===== config.mk =====
export PLATFORM = sky130hd
export DESIGN_NAME = fpu_err_irq_ctrl
export DESIGN_NICKNAME = d
export VERILOG_FILES = /design/src/rtl/fpe_pkg.sv /design/src/rtl/fpe_ack_decode.sv /design/src/rtl/fpe_state_ctrl.sv /design/src/rtl/fpu_err_irq_ctrl.sv
export SDC_FILE = /design/constraint.sdc
export NUM_CORES = 1
export LEC_CHECK = 0
export BUFFER_PORTS_ARGS = -buffer_cell sky130_fd_sc_hd__buf_2
export CAP_MARGIN = 20
export CORE_AREA = 2 2 39 41
export CTS_BUF_LIST = sky130_fd_sc_hd__clkbuf_4
export DETAILED_ROUTE_END_ITERATION = 8
export DIE_AREA = 0 0 41 43
export PLACE_DENSITY_LB_ADDON = 0.12
export REMOVE_ABC_BUFFERS = 1
export SYNTH_ARGS = -nofsm -noshare
export SYNTH_HDL_FRONTEND = slang
export SYNTH_SLANG_ARGS = --single-unit
export TNS_END_PERCENT = 10

===== constraint.sdc =====
create_clock -name clk -period 1.66 [get_ports clk]
set_clock_uncertainty 0.1 [all_clocks]
set_input_delay 0.332 -clock clk [delete_from_list [all_inputs] [get_ports clk]]
set_output_delay 0.332 -clock clk [all_outputs]
set_load 0.05 [all_outputs]

===== src/rtl/fpe_pkg.sv =====
package fpe_pkg;

    typedef enum logic [1:0] {
        ST_MONITOR  = 2'd0,
        ST_ASSERTED = 2'd1,
        ST_IGNORE   = 2'd2
    } fpe_state_e;

    localparam int unsigned SIZE_W    = 2;
    localparam logic [SIZE_W-1:0] SIZE_BYTE = 2'b00;

endpackage


===== src/rtl/fpe_ack_decode.sv =====
module fpe_ack_decode #(
    parameter int unsigned          ADDR_W    = 16,
    parameter int unsigned          ACK_PORTS = 2,
    parameter logic [ADDR_W-1:0]    ACK_BASE  = 16'h00F0
) (
    input  logic                        wr_valid,
    input  logic [ADDR_W-1:0]           wr_addr,
    input  logic [fpe_pkg::SIZE_W-1:0]  wr_size,
    output logic                        ack
);
    import fpe_pkg::*;

    logic [ACK_PORTS-1:0] port_hit;

    // One comparator per acknowledge port
    for (genvar g = 0; g < ACK_PORTS; g++) begin : g_port
        localparam logic [ADDR_W-1:0] PORT_ADDR = ACK_BASE + ADDR_W'(g);
        assign port_hit[g] = (wr_addr == PORT_ADDR);
    end

    assign ack = wr_valid && (wr_size == SIZE_BYTE) && (|port_hit);

endmodule


===== src/rtl/fpe_state_ctrl.sv =====
module fpe_state_ctrl (
    input  logic                clk,
    input  logic                rst_n,
    input  logic                ne_mode,
    input  logic                err_summary,
    input  logic                ack,
    output fpe_pkg::fpe_state_e state
);
    import fpe_pkg::*;

    fpe_state_e state_q;
    fpe_state_e state_d;

    always_comb begin
        state_d = state_q;
        if (ne_mode) begin
            state_d = ST_MONITOR;                      // MASK
        end else begin
            unique case (state_q)
                ST_MONITOR:  if (err_summary) state_d = ST_ASSERTED;  // RAISE
                ST_ASSERTED: if (ack)         state_d = ST_IGNORE;    // ACK
                ST_IGNORE:   if (!err_summary) state_d = ST_MONITOR;  // REARM
                default:     state_d = ST_MONITOR;
            endcase
        end
    end

    always_ff @(posedge clk or negedge rst_n) begin
        if (!rst_n) state_q <= ST_MONITOR;
        else        state_q <= state_d;
    end

    assign state = state_q;

    a_r3_raise: assert property (@(posedge clk) disable iff (!rst_n)
        (state_q == ST_MONITOR && !ne_mode && err_summary) |=> (state_q == ST_ASSERTED));

    a_r4_hold_until_ack: assert property (@(posedge clk) disable iff (!rst_n)
        (state_q == ST_ASSERTED && !ne_mode && !ack) |=> (state_q == ST_ASSERTED));

    a_r5_ack_to_ignore: assert property (@(posedge clk) disable iff (!rst_n)
        (state_q == ST_ASSERTED && !ne_mode && ack) |=> (state_q == ST_IGNORE));

    a_r7_ignore_holds: assert property (@(posedge clk) disable iff (!rst_n)
        (state_q == ST_IGNORE && !ne_mode && err_summary) |=> (state_q == ST_IGNORE));

    a_r8_rearm: assert property (@(posedge clk) disable iff (!rst_n)
        (state_q == ST_IGNORE && !ne_mode && !err_summary) |=> (state_q == ST_MONITOR));

    a_r9_mask: assert property (@(posedge clk) disable iff (!rst_n)
        ne_mode |=> (state_q == ST_MONITOR));

endmodule


===== src/rtl/fpu_err_irq_ctrl.sv =====
module fpu_err_irq_ctrl #(
    parameter int unsigned          ADDR_W    = 16,
    parameter int unsigned          ACK_PORTS = 2,
    parameter logic [ADDR_W-1:0]    ACK_BASE  = 16'h00F0
) (
    input  logic                        clk,
    input  logic                        rst_n,
    input  logic                        ne_mode,
    input  logic                        err_summary,
    input  logic                        io_wr_valid,
    input  logic [ADDR_W-1:0]           io_wr_addr,
    input  logic [fpe_pkg::SIZE_W-1:0]  io_wr_size,
    output logic                        irq13,
    output logic                        fpu_ignore_err
);
    import fpe_pkg::*;

    logic       ack;
    fpe_state_e state;

    fpe_ack_decode #(
        .ADDR_W    (ADDR_W),
        .ACK_PORTS (ACK_PORTS),
        .ACK_BASE  (ACK_BASE)
    ) u_ack_decode (
        .wr_valid (io_wr_valid),
        .wr_addr  (io_wr_addr),
        .wr_size  (io_wr_size),
        .ack      (ack)
    );

    fpe_state_ctrl u_state_ctrl (
        .clk         (clk),
        .rst_n       (rst_n),
        .ne_mode     (ne_mode),
        .err_summary (err_summary),
        .ack         (ack),
        .state       (state)
    );

    // Output process: decoded from state, IRQ masked by mode bit
    always_comb begin
        irq13          = 1'b0;
        fpu_ignore_err = 1'b0;
        unique case (state)
            ST_MONITOR:  ;
            ST_ASSERTED: irq13 = !ne_mode;
            ST_IGNORE:   fpu_ignore_err = 1'b1;
            default:     ;
        endcase
    end

    a_r1_reset_quiet: assert property (@(posedge clk)
        !rst_n |-> (!irq13 && !fpu_ignore_err));

    a_r2_mask_irq: assert property (@(posedge clk) disable iff (!rst_n)
        ne_mode |-> !irq13);

    a_r5_exclusive: assert property (@(posedge clk) disable iff (!rst_n)
        !(irq13 && fpu_ignore_err));

    a_r8_rearm_port: assert property (@(posedge clk) disable iff (!rst_n)
        (fpu_ignore_err && !err_summary) |=> !fpu_ignore_err);

endmodule


==> metrics.yaml <==
global_route:
  first_global_vias: 225
  antenna_found_initial: 0
  grt_max_degree: 5
  gr-total-overflow: 0
  grt_use_total_pct: 6.53
  grt_pass1_wl_um: 696
cells_and_area:
  syn_to_final_growth_pct: 107
  drive_gt1_share_pct: 67.4
  final_cell_mix: "buf_2, clkbuf_4, nor2_1, dfrtp_1"
  stdcell_area_um2: 324
  largest_reg_flops: 2
  final_nets: 68
  layout_commonest_cell: "buf_2"
  antenna_cells: 0
yosys:
  yosys.area.top_type: "dfrtp_1"
  syn_avg_cell_area_um2: 9.78
  synth_seq_cells: 2
  seq_area_frac_synth_pct: 32.0
  synth_warnings: 0
  mappedNetlistArea_um2: 156
  synthTopCellsByArea: "dfrtp_1, o41ai_2, nor4b_2"
  synth_top_area_share_pct: 32.0
  synth.distinct_cells: 14
  netlist_instances: 16
timing:
  tns_ns: 0
  tightest_slew_ns: 0.261
  timing.fmax_mhz: 659
  period_needed_ns: 1.52
  setup_violations: 0
  rsz0062_at_grt: "false"
  hold_viol_final: 0
  slew-limit-headroom_pct: 82.5
  final-max-slew-violation-count: 0
  fin_crit_sh_pct: 91.4
clock_network:
  cts_made_buffers: 3
  root_buffer: "clkbuf_4"
  clk_path_buf_depth: 2
  cts_repair_resize_count: 0
  insertion_delay_ns: 0.22
  cts_tree: "built"
  clk_pin_slew_ns: 0.03
  cts_sinks: 2
  htreeDepth: 1
worst_setup_path:
  r2r_end: "u_state_ctrl.state[0]"
  rr_startpoint: "u_state_ctrl.state[0]"
  cp-end-kind: "primary output"
  rr_worst_depth: 3
  cp-start-kind: "flip-flop"
  cp-endpoint: "irq13"
  cp.required_ns: 1.23
  crit_type: "reg2out"
  critPathLaunch: "u_state_ctrl.state[1]"
  r2r_slack_ns: 0.57
  crit_fanout: 3
  crit_arrival_ns: 1.08
route:
  ant_nets: 0
  dr.pass1.iters: 1
  drc_errors: 0
  drt_wl_total_um: 570
  drtIter0Drc: 0
  via_count: 226
  routed_via_density: 3.83
  routedWlPerCell_um: 9.66
placement:
  io_buffers: 23
  placed_area_um2: 292
  place_hpwl_um: 508
  gp_routability_congestion: 0.621
die:
  die_h_um: 43
  start_util_pct: 11.3
  io-pin-count: 25
  rows: 14
  core_um2: 1380
  die-area_um2: 1760
  die_width_um: 41
power_and_ir_drop:
  leakage_nw: 0.169
  worst_ir_drop_vdd_mv: 0.183
  pwr_density_cell_nw_per_um2: 617
flow_run:
  max_cap_viol_count: 0
hold_path:
  hold_path.class: "in2reg"
run_status:
  status: "completed"
-- cell type report --
cell class	instances	area, µm²
Fill cell	159	1060
Timing Repair Buffer	24	125
Multi-Input combinational cell	14	106
Sequential cell	2	50.0
Clock buffer	3	22.5
Tap cell	16	20.0
-- through the flow --
step           power [mW]  util, %  setup slack [ns]  hold slack, ns  instances
2_1_floorplan      0.0648        -             0.109         -0.0636         16
3_3_place_gp       0.0915     21.1             0.287          0.0184         55
3_5_place_dp       0.0935     21.1             0.237          0.0198         55
4_1_cts             0.210     23.4             0.119           0.218         59
5_1_grt             0.211     23.4            0.0691           0.232         59
6_report            0.200     23.4             0.144           0.229         59
-- power breakdown --
part / internal, mW / switching [mW] / total [mW]
Combinational: 0.0254 / 0.0166 / 0.0420
Clock: 0.0796 / 0.0260 / 0.106
Sequential: 0.0508 / 0.00145 / 0.0523
-- per-layer routing --
layer | up-vias | track usage, % | routed length, µm
met2 | 12 | 11.3 | 337
met5 | - | 0 | 0
met3 | 0 | 1.57 | 71
met1 | 96 | 4.50 | 161
met4 | 0 | 8.00 | 0
li1 | 118 | - | -
-- worst max-delay path, cell delays in order, from the launching register on --
cell     delay [ns]
dfrtp_1        0.38
nor2_1         0.11
and2_1         0.13
buf_2          0.25
-- synth_stat cells --
cell type / count
and4b_1: 1
dfrtp_1: 2
and2_1: 1
o21ba_2: 1
o41ai_2: 1
o21ai_0: 1
nor2b_1: 1
nor3_1: 1
nand4_1: 1
nor4_1: 1
nand3b_1: 1
nand3_1: 1
nor2_1: 2
nor4b_2: 1
-- what timing repair did --
action                                 4_1_cts  5_1_grt
hold buffers                                 1        0
buffers inserted                             0        0
endpoints found under the hold margin        2        0
-- logic make-up after synthesis --
family          after synthesis  share of synthesized area, %
simple gates                 11                          48.0
flops                         2                          32.0
compound gates                3                          20.0
-- how the worst min path moves through the flow --
stage               startpoint               endpoint  slack, ns  depth (start not counted)
global route           ne_mode  u_state_ctrl.state[1]       0.23                          2
detailed placement       rst_n  u_state_ctrl.state[0]       0.02                          1
floorplan                rst_n  u_state_ctrl.state[0]      -0.06                          0
CTS                    ne_mode  u_state_ctrl.state[1]       0.22                          2
global placement         rst_n  u_state_ctrl.state[0]       0.02                          1
finish                 ne_mode  u_state_ctrl.state[1]       0.23                          2
(Power assumes the default switching activity.)
